===== config.mk =====
export PLATFORM = sky130hd
export DESIGN_NAME = cursor_overlay
export DESIGN_NICKNAME = d
export VERILOG_FILES = /design/src/rtl/cursor_pkg.sv /design/src/rtl/cursor_ctrl.sv /design/src/rtl/cursor_datapath.sv /design/src/rtl/cursor_overlay.sv
export SDC_FILE = /design/constraint.sdc
export NUM_CORES = 2
export LEC_CHECK = 0
export ABC_AREA = 0
export BUFFER_PORTS_ARGS = -buffer_cell sky130_fd_sc_hd__buf_2
export CAP_MARGIN = 10
export CORE_MARGIN = 10
export CORE_UTILIZATION = 40
export DETAILED_ROUTE_END_ITERATION = 10
export HOLD_SLACK_MARGIN = 0.03
export PLACE_DENSITY = 0.62
export RECOVER_POWER = 25
export SETUP_SLACK_MARGIN = 0.02
export SYNTH_ARGS = -nofsm -noshare
export SYNTH_HDL_FRONTEND = slang
export SYNTH_HIERARCHICAL = 1
export SYNTH_SLANG_ARGS = --single-unit

===== constraint.sdc =====
create_clock -name clk -period 4.1 [get_ports clk]
set_input_delay 0.41 -clock clk [delete_from_list [all_inputs] [get_ports clk]]
set_output_delay 0.41 -clock clk [all_outputs]
set_load 0.005 [all_outputs]

===== src/rtl/cursor_pkg.sv =====
package cursor_pkg;
  localparam int CUR_DIM = 32;
  localparam int ROW_W = $clog2(CUR_DIM);
  localparam int REG_ADDR_W = 12;
  localparam int REG_DATA_W = 32;

  localparam logic [REG_ADDR_W-1:0] MISC_OFFSET = 12'h818;
  localparam logic [REG_ADDR_W-1:0] POS_OFFSET = 12'h8FC;
  localparam logic [REG_ADDR_W-1:0] SHAPE_BASE = 12'h900;
  localparam logic [REG_ADDR_W-1:0] SHAPE_END = 12'h980;
  localparam logic [REG_ADDR_W-1:0] CHOICE_BASE = 12'h980;
  localparam logic [REG_ADDR_W-1:0] CHOICE_END = 12'hA00;
  localparam logic [REG_DATA_W-1:0] MISC_FORCED = 32'h0200_0000;

  typedef struct packed {
    logic posWr;
    logic shapeWr;
    logic choiceWr;
    logic miscWr;
    logic miscRd;
    logic [ROW_W-1:0] row;
  } ctrlStrobe_t;
endpackage


===== src/rtl/cursor_ctrl.sv =====
module cursor_ctrl
  import cursor_pkg::*;
(
  input  logic                  regWrEn,
  input  logic                  regRdEn,
  input  logic [REG_ADDR_W-1:0] regAddr,
  input  logic [3:0]            regByteEn,
  output ctrlStrobe_t           strobe
);
  logic fullWord;
  logic inShape;
  logic inChoice;
  logic wrOk;

  // Only aligned, all-bytes accesses count as valid.
  assign fullWord = (&regByteEn) && (regAddr[1:0] == 2'b00);
  assign wrOk = regWrEn && fullWord;
  assign inShape = (regAddr >= SHAPE_BASE) && (regAddr < SHAPE_END);
  assign inChoice = (regAddr >= CHOICE_BASE) && (regAddr < CHOICE_END);

  always_comb begin
    strobe.posWr = wrOk && (regAddr == POS_OFFSET);
    strobe.shapeWr = wrOk && inShape;
    strobe.choiceWr = wrOk && inChoice;
    strobe.miscWr = wrOk && (regAddr == MISC_OFFSET);
    strobe.miscRd = regRdEn && fullWord && (regAddr == MISC_OFFSET);
    strobe.row = regAddr[ROW_W+1:2];
  end
endmodule


===== src/rtl/cursor_datapath.sv =====
module cursor_datapath
  import cursor_pkg::*;
#(
  parameter int COORD_W = 16,
  parameter int COLOR_W = 24,
  parameter logic [COORD_W-1:0] PARK_POS = 16'hF000
) (
  input  logic                  clk,
  input  logic                  rstN,
  input  ctrlStrobe_t           strobe,
  input  logic [REG_DATA_W-1:0] regWrData,
  output logic [REG_DATA_W-1:0] regRdData,
  input  logic [COORD_W-1:0]    lineNum,
  input  logic [COORD_W-1:0]    pixCol,
  input  logic [COORD_W-1:0]    activeWidth,
  input  logic                  pixValid,
  input  logic [COLOR_W-1:0]    pixIn,
  input  logic [COLOR_W-1:0]    ovColorLo,
  input  logic [COLOR_W-1:0]    ovColorHi,
  output logic [COLOR_W-1:0]    pixOut,
  output logic                  pixOutValid,
  output logic [COORD_W-1:0]    curX,
  output logic [COORD_W-1:0]    curY
);
  localparam logic [COORD_W-1:0] DIM_C = COORD_W'(CUR_DIM);
  localparam logic [ROW_W-1:0] LAST_BIT = ROW_W'(CUR_DIM - 1);

  logic [CUR_DIM-1:0] shapeMem [CUR_DIM];
  logic [CUR_DIM-1:0] choiceMem [CUR_DIM];
  logic [REG_DATA_W-1:0] miscReg;

  // Position and scratch registers.
  always_ff @(posedge clk) begin
    if (!rstN) begin
      curX <= PARK_POS;
      curY <= PARK_POS;
      miscReg <= '0;
    end else begin
      if (strobe.posWr) begin
        curX <= regWrData[2*COORD_W-1:COORD_W];
        curY <= regWrData[COORD_W-1:0];
      end
      if (strobe.miscWr) miscReg <= regWrData;
    end
  end

  // One storage row per pointer line.
  for (genvar g = 0; g < CUR_DIM; g++) begin : gRow
    always_ff @(posedge clk) begin
      if (!rstN) begin
        shapeMem[g] <= '0;
        choiceMem[g] <= '0;
      end else begin
        if (strobe.shapeWr && (strobe.row == ROW_W'(g))) shapeMem[g] <= regWrData;
        if (strobe.choiceWr && (strobe.row == ROW_W'(g))) choiceMem[g] <= regWrData;
      end
    end
  end

  // Read port: only the scratch word is visible.
  always_ff @(posedge clk) begin
    if (!rstN) regRdData <= '0;
    else if (strobe.miscRd) regRdData <= miscReg | MISC_FORCED;
    else regRdData <= '0;
  end

  // Hit test, all unsigned and without wrap-around.
  logic [COORD_W-1:0] rowOff;
  logic [COORD_W-1:0] colOff;
  logic inRows;
  logic inCols;
  logic xShown;
  logic colShown;
  logic [ROW_W-1:0] rowIdx;
  logic [ROW_W-1:0] bitIdx;
  logic shapeBit;
  logic choiceBit;
  logic hit;
  logic [COLOR_W-1:0] mixed;

  always_comb begin
    rowOff = lineNum - curY;
    colOff = pixCol - curX;
    inRows = (lineNum >= curY) && (rowOff < DIM_C);
    inCols = (pixCol >= curX) && (colOff < DIM_C);
    xShown = curX < activeWidth;
    colShown = pixCol < activeWidth;
    rowIdx = rowOff[ROW_W-1:0];
    bitIdx = LAST_BIT - colOff[ROW_W-1:0];
    shapeBit = shapeMem[rowIdx][bitIdx];
    choiceBit = choiceMem[rowIdx][bitIdx];
    hit = inRows && inCols && xShown && colShown && shapeBit;
    if (hit) mixed = choiceBit ? ovColorHi : ovColorLo;
    else mixed = pixIn;
  end

  always_ff @(posedge clk) begin
    if (!rstN) begin
      pixOut <= '0;
      pixOutValid <= 1'b0;
    end else begin
      pixOut <= mixed;
      pixOutValid <= pixValid;
    end
  end
endmodule


===== src/rtl/cursor_overlay.sv =====
module cursor_overlay
  import cursor_pkg::*;
#(
  parameter int COORD_W = 16,
  parameter int COLOR_W = 24
) (
  input  logic                  clk,
  input  logic                  rstN,
  input  logic                  regWrEn,
  input  logic                  regRdEn,
  input  logic [REG_ADDR_W-1:0] regAddr,
  input  logic [3:0]            regByteEn,
  input  logic [REG_DATA_W-1:0] regWrData,
  output logic [REG_DATA_W-1:0] regRdData,
  input  logic [COORD_W-1:0]    lineNum,
  input  logic [COORD_W-1:0]    pixCol,
  input  logic [COORD_W-1:0]    activeWidth,
  input  logic                  pixValid,
  input  logic [COLOR_W-1:0]    pixIn,
  input  logic [COLOR_W-1:0]    ovColorLo,
  input  logic [COLOR_W-1:0]    ovColorHi,
  output logic [COLOR_W-1:0]    pixOut,
  output logic                  pixOutValid
);
  ctrlStrobe_t strobe;
  logic [COORD_W-1:0] curX;
  logic [COORD_W-1:0] curY;

  cursor_ctrl uCtrl (
    .regWrEn   (regWrEn),
    .regRdEn   (regRdEn),
    .regAddr   (regAddr),
    .regByteEn (regByteEn),
    .strobe    (strobe)
  );

  cursor_datapath #(
    .COORD_W (COORD_W),
    .COLOR_W (COLOR_W)
  ) uPath (
    .clk         (clk),
    .rstN        (rstN),
    .strobe      (strobe),
    .regWrData   (regWrData),
    .regRdData   (regRdData),
    .lineNum     (lineNum),
    .pixCol      (pixCol),
    .activeWidth (activeWidth),
    .pixValid    (pixValid),
    .pixIn       (pixIn),
    .ovColorLo   (ovColorLo),
    .ovColorHi   (ovColorHi),
    .pixOut      (pixOut),
    .pixOutValid (pixOutValid),
    .curX        (curX),
    .curY        (curY)
  );
endmodule


# Yosys cells after proc, flatten, opt, wreduce, memory -nomap -nowiden
# Memories as Yosys holds them, arrays and structs flattened.
# Cells that the tools add are included.
[word_totals]
regBits = 121
n_memories = 2
ramBits = 2048
inputBits = 173
out_inout_bits = 57
word_cells = 468
[classes]
n_lt_le_gt_ge = 11
add_sub_neg = 3
bitwise_logic = 64
n_mux = 264
n_reduce_logical = 84
n_eq_ne = 33
[mem_list]
columns = ["memory", "depth", "width", "rd", "rd_ports_with_merged_regs", "wr", "line_no", "text"]
rows = [
  ["uPath.choiceMem", 32, 32, 1, 0, 32, "cursor_datapath.sv:29", "logic [CUR_DIM-1:0] choiceMem [CUR_DIM];"],
  ["uPath.shapeMem", 32, 32, 1, 0, 32, "cursor_datapath.sv:28", "logic [CUR_DIM-1:0] shapeMem [CUR_DIM];"],
]
[ops]
columns = ["operator", "n"]
rows = [
  ["two-way mux 32 bit", 64],
  ["two-way mux 1 bit", 195],
  ["== test 5 bit (second input constant)", 16],
  ["logical AND 1 bit", 80],
  ["OR 1 bit", 64],
  ["two-way mux 24 bit", 2],
  ["== test 5 x 4 -> 1 bit (second input constant)", 8],
  ["greater-or-equal comparator 16 bit", 2],
  ["< comparator 16 bit", 2],
  ["< comparator 16 x 6 -> 1 bit (second input constant)", 2],
  ["subtractor 16 bit", 2],
  ["two-way mux 26 bit", 1],
  ["== test 12 bit (second input constant)", 2],
  ["greater-or-equal comparator 12 bit (second input constant)", 2],
  ["< comparator 12 bit (second input constant)", 2],
  ["== test 5 x 3 -> 1 bit (second input constant)", 4],
  ["binary-select mux 1 bit (select 5 bit)", 2],
  ["== test 5 x 2 -> 1 bit (second input constant)", 2],
  ["< comparator 5 x 6 -> 1 bit (second input constant)", 1],
  ["== test 5 x 1 -> 1 bit (second input constant)", 1],
  ["zero test 5 bit", 1],
  ["subtractor 5 bit (first input constant)", 1],
  ["AND reduction 4 bit", 1],
  ["zero test 2 bit", 1],
  ["AND reduction 2 bit", 1],
]

# Depth between registers and ports, before layout
[logic_depth]
word_depth = 9
ltp_mapped = 20
ltp_nobuf = 14

# Cells and area by module
# Netlist, hierarchy kept.
[modules_own_cells]
columns = ["module", "instances", "seq_area_each_um2", "cells_per_inst", "area_per_inst_um2"]
rows = [
  ["cursor_datapath", 1, 63901.3, 6787, 100585.2],
  ["cursor_ctrl", 1, 0.0, 21, 146.4],
]

# Worst setup path before layout
# No wires, ideal clock.
[synth_timing]
path_type = "input port to flip-flop"
startpoint = "input lineNum[0]"
endpoint = "register uPath.pixOut[10]"
setup_time_ns = 0.146
t_arrival_ns = 4.279
slack_ns = -0.325
t_required_ns = 3.954
n_path_buf = 7
stages = 20
cell_sequence = "inv_1 ha_1 fa_1 buf_2 buf_2 buf_2 buf_4 clkbuf_1 buf_2 mux4_2 o21ai_0 nand3_1 o2111ai_1 o311ai_0 a221oi_2 o31ai_1 o31ai_4 buf_8 mux2i_1 a211oi_2"
[synth_between]
elab_chain_len = 8
word_cells_on_any_way = 16
classes_between = "add/sub (1); order compare (2); mux (6); reduce/logical (5); memory (2)"
[synth_rtl]
columns = ["item", "line_no", "text"]
rows = [
  ["start: declaration", "cursor_overlay.sv:15", "input logic [COORD_W-1:0] lineNum,"],
  ["parallel branches: the longest is 7 deep, another holds memory (32 x 32 bit)", "--", ""],
  ["two-way mux 24 bit (*)", "cursor_datapath.sv:93", "if (hit) mixed = choiceBit ? ovColorHi : ovColorLo;"],
  ["end signal: assignment", "cursor_datapath.sv:102", "pixOut <= mixed;"],
  ["end: declaration", "cursor_datapath.sv:20", "output logic [COLOR_W-1:0] pixOut,"],
]
# Mark *: on every way between the ends. The select of a mux whose other input is x is not followed.
# A chain may end at the register's enable or synchronous reset.

# Final worst setup path
[layout_timing]
startpoint = "register uPath.curY[0]"
endpoint = "register uPath.pixOut[7]"
[layout_between]
elab_chain_len = 8
word_cells_on_any_way = 16
classes_between = "add/sub (1); order compare (2); mux (6); reduce/logical (5); memory (2)"
[layout_rtl]
columns = ["item", "line_no", "text"]
rows = [
  ["start: declaration", "cursor_datapath.sv:23", "output logic [COORD_W-1:0] curY"],
  ["start signal: assignment", "cursor_datapath.sv:41", "curY <= regWrData[COORD_W-1:0];"],
  ["parallel branches: the longest is 7 deep, another holds memory (32 x 32 bit)", "--", ""],
  ["two-way mux 24 bit (*)", "cursor_datapath.sv:93", ""],
]
# Marked as above.

==> impl_metrics.env <==
export IMPL_status="finished with violations"
export IMPL_violations="max-capacitance violations, max-slew violations, negative setup slack"
export IMPL_synth_seq_cells=2168
export IMPL_grt_pass1_wl_microns=463900
export IMPL_nNetsFinal=7484
export IMPL_fin_worst_skew_ns=0.03341
export IMPL_tightest_slew_ns=3.155
export IMPL_root_buffer="clkbuf_16"
export IMPL_htree_levels=4
export IMPL_cp_required_ns=4.81
export IMPL_start_util_pct=40.14
export IMPL_crit_path_cell_trace="ha_4 -> fa_4 -> buf_12 -> buf_16 -> buf_16 -> buf_12 -> mux4_2 -> and3_1 -> a2111oi_4 -> buf_4 -> a311o_1 -> nor4_4 -> a221oi_2 -> o31ai_2 -> o31ai_4 -> buf_12 -> buf_6 -> buf_16 -> mux2i_4 -> a211oi_2"
export IMPL_wl_met1_microns=129800
export IMPL_power_density_nw_per_um2=432.1
export IMPL_synth_cell_type_count=88
export IMPL_seq_area_sq_um=63900
export IMPL_p_leak_nw=41.00
export IMPL_rows=184
export IMPL_grt_overflow_total=0
export IMPL_p_comb_share_pct=10.3
export IMPL_cp_num_buf_inv=8
export IMPL_via_per_inst=5.763
export IMPL_grt_max_degree=67
export IMPL_port_buffers=229
export IMPL_p_total_mw=50.97
export IMPL_critPathMaxStageDelay_ns=0.77
export IMPL_drive_gt1_share_pct=24.16
export IMPL_grt_pass1_vias=62167
export IMPL_track_usage_pct=23.37
export IMPL_route_met2_wl_microns=151400
export IMPL_placed_cell_area_sq_um=109800
export IMPL_first_iter_violations=8040
export IMPL_highest_layer="met5"
export IMPL_worst_slack_ns=-0.7257
export IMPL_maxCapViolCount=32
export IMPL_synth_ff_type="edfxtp_1"
export IMPL_finalHoldViolCount=0
export IMPL_multi_input_area_sq_um=34910
export IMPL_p_clk_share_pct=39.7
export IMPL_antenna_found_initial=26
export IMPL_post_route_period_util_pct=117.7
export IMPL_seq_area_frac_synth_pct=63.44
export IMPL_postLayoutCellArea_sq_um=117900
export IMPL_clock_latency_ns=0.88
export IMPL_ys_async_sr_fraction_pct=0
export IMPL_via_count=62165
export IMPL_seqPwrFrac_pct=50.0
export IMPL_place_congestion=0.9100
export IMPL_clock_sinks=2168
export IMPL_dieArea_sq_um=272300
export IMPL_cts_buffer_depth=3
export IMPL_ant_nets=0
export IMPL_cp_max_fo=8
export IMPL_syn_cell_area_sq_um=100700
export IMPL_synth_area_per_cell_sq_um=14.80
export IMPL_ys_warn_count=6
export IMPL_dr_pass1_iters=6
export IMPL_ios=230
export IMPL_report_final_slew_viol_count=926
export IMPL_rsz0062_at_grt="true"
export IMPL_synth_edf_count=2048
export IMPL_setup_violations=24
export IMPL_switching_power_mw=12.19
export IMPL_chipHeight_microns=521.8
export IMPL_worstSetupStartpointType="register"
export IMPL_cp_data_arrival_time_ns=5.54
export IMPL_cp_end_kind="register"
export IMPL_hold_class="primary input to register"
export IMPL_wl_microns=326900
export IMPL_cts_buffers=221
export IMPL_post_dp_hpwl_microns=199100
export IMPL_path_delay_family="buffers and inverters"
export IMPL_switching_share_pct=23.92
export IMPL_p_int_mw=38.78
export IMPL_cp_slowest_cell="fa_4"
export IMPL_critPathKind="register to register"
export IMPL_syn_inst=6808
export IMPL_post_route_drc_count=0
export IMPL_setup_tns_ns=-16.90
export IMPL_peakVddDrop_v=0.0005200
export IMPL_clkTransAtPathRegs_ns=0.07
export IMPL_fillers=21497
export IMPL_core_sq_um=250900
export IMPL_die_w_microns=521.8
export IMPL_slew_headroom_pct=-110.3
export IMPL_synthToLayoutAreaGrowth_pct=17.09
export IMPL_syn_num_nets=7045
export IMPL_tritoncts="done"
export IMPL_layout_min_cycle_time_ns=4.826
export IMPL_fin_hold_ws_ns=0.1662
export IMPL_wl_met3_microns=30880
export IMPL_wl_per_cell_microns=30.31
export IMPL_fmax_mhz=207.2
## power by group through the flow
stage / Sequential, mW / Clock, mW / Combinational (mW)
floorplan: 25.9 / 0 / 2.56
global placement: 25.9 / 0 / 4.87
detailed placement: 25.9 / 0 / 4.90
CTS: 25.5 / 20.5 / 5.15
global route: 25.5 / 21.3 / 5.43
finish: 25.5 / 20.2 / 5.27
## synthesized netlist by cell type (15+ instances only)
cell,count,area share [%]
o21ai_0,105,0.52
buf_4,45,0.34
a21o_1,17,0.13
and3_1,68,0.42
and2_1,2053,13
a211oi_2,20,0.25
a31oi_1,29,0.18
mux4_2,559,12
dfxtp_1,120,2.4
nand2_1,252,0.94
nor2b_1,18,0.11
clkbuf_1,531,2.0
mux2i_1,114,1.1
ha_1,62,0.77
a21oi_1,69,0.34
inv_1,63,0.23
nand2b_1,15,0.093
nand4_1,63,0.39
a2111oi_0,16,0.14
buf_2,60,0.30
a211oi_1,25,0.19
nor2_1,165,0.61
nand3_1,60,0.30
edfxtp_1,2048,61
## flip-flops by register name (all words and copies together) (netlist names)
| register | flops |
|---|---|
| uPath/miscReg | 31 |
| uPath/pixOut | 24 |
| uPath/regRdData | 32 |
| uPath/curY | 16 |
| uPath/pixOutValid | 1 |
| uPath/choiceMem | 1024 |
| uPath/curX | 16 |
| uPath/shapeMem | 1024 |
## cells in the final DEF (no fill, tap or decap), drive strengths merged, types with 11 or more instances in the layout
cell,count
and2,2054
edfxtp,2048
buf,692
mux4,559
clkbuf,374
nand2,253
nor2,166
dfxtp,120
mux2i,114
o21ai,107
clkinv,98
inv,78
dlygate4sd3,75
a21oi,69
and3,68
nand4,63
ha,62
nand3,61
a211oi,45
a31oi,29
bufinv,24
nor2b,18
a2111oi,18
a21o,17
nand2b,15
nor3,14
o211ai,13
mux2,12
nor4,11
## logic make-up (layout without fill, tap and decap cells)
family,after synthesis,after routing,synth area share (%)
AND/OR/NAND/NOR,2761,2761,16.10
flip-flops,2168,2168,63.44
buffers and inverters,728,1349,3.074
other,0,9,0
AO/OA/AOI/OAI,389,389,2.698
XOR/XNOR,13,13,0.1130
adder cells (fa/ha/maj),64,64,0.8099
multiplexers,685,685,13.77
## repair_timing
action | 4_1_cts | 5_1_grt
hold endpoints to repair | 31 | 0
setup buffers | 8 | 5
hold buffers | 75 | 0
pin swaps | 12 | 21
cloned | 6 | 2
gates resized for setup | 40 | 54
endpoints found under the setup margin | 24 | 24
## path summary, 6_finish.rpt
kind                                       from  cells after the start  slack (ns)                       endpoint
setup / recovery     uPath/curY[0]$_SDFFE_PN0P_                     20       -0.73     uPath/pixOut[7]$_SDFF_PN0_
hold / removal                    regWrData[30]                      3        0.17    uPath/curX[14]$_SDFFE_PN1P_
setup reg to reg     uPath/curY[0]$_SDFFE_PN0P_                     20       -0.73     uPath/pixOut[7]$_SDFF_PN0_
hold reg to reg   uPath/miscReg[9]$_SDFFE_PN0P_                      1        0.48  uPath/regRdData[9]$_SDFF_PN0_
## metrics by stage
step                      setup WS (ns)  cells  utilization [%]
final                           -0.7257  10786            47.00
after global routing            -0.7924  10780            47.00
after CTS                       -0.7735  10772            47.10
after detailed placement         -1.200  10278            43.77
after global placement           -1.285  10278            43.77
after floorplan                 -0.1622   6808                -
## final cells by class
class / instances / share of cell area, %
diodes: 9 / 0.01909
clock buffers: 264 / 4.870
clock inverters: 141 / 1.181
inverters: 66 / 0.2111
multi-input cells: 3912 / 29.60
flip-flops and latches: 2168 / 54.18
well taps: 3348 / 3.552
repair buffers: 878 / 6.391
## worst register-to-register path: stages, from the launching register on
cell	delay (ns)
dfxtp_2	0.33
ha_4	0.16
fa_4	0.77
buf_12	0.17
buf_16	0.21
buf_16	0.19
buf_12	0.18
mux4_2	0.30
and3_1	0.23
a2111oi_4	0.36
buf_4	0.19
a311o_1	0.18
nor4_4	0.08
a221oi_2	0.28
o31ai_2	0.13
o31ai_4	0.08
buf_12	0.20
buf_6	0.15
buf_16	0.15
mux2i_4	0.25
a211oi_2	0.08
## routing by layer
| layer | up-vias | global-route usage (%) |
|---|---|---|
| li1 | 25890 | - |
| met1 | 32313 | 31.85 |
| met2 | 3344 | 37.31 |
| met3 | 604 | 4.411 |
| met4 | 14 | 8.732 |
| met5 | - | 0 |
No activity file was read; power rests on OpenSTA's default activity.
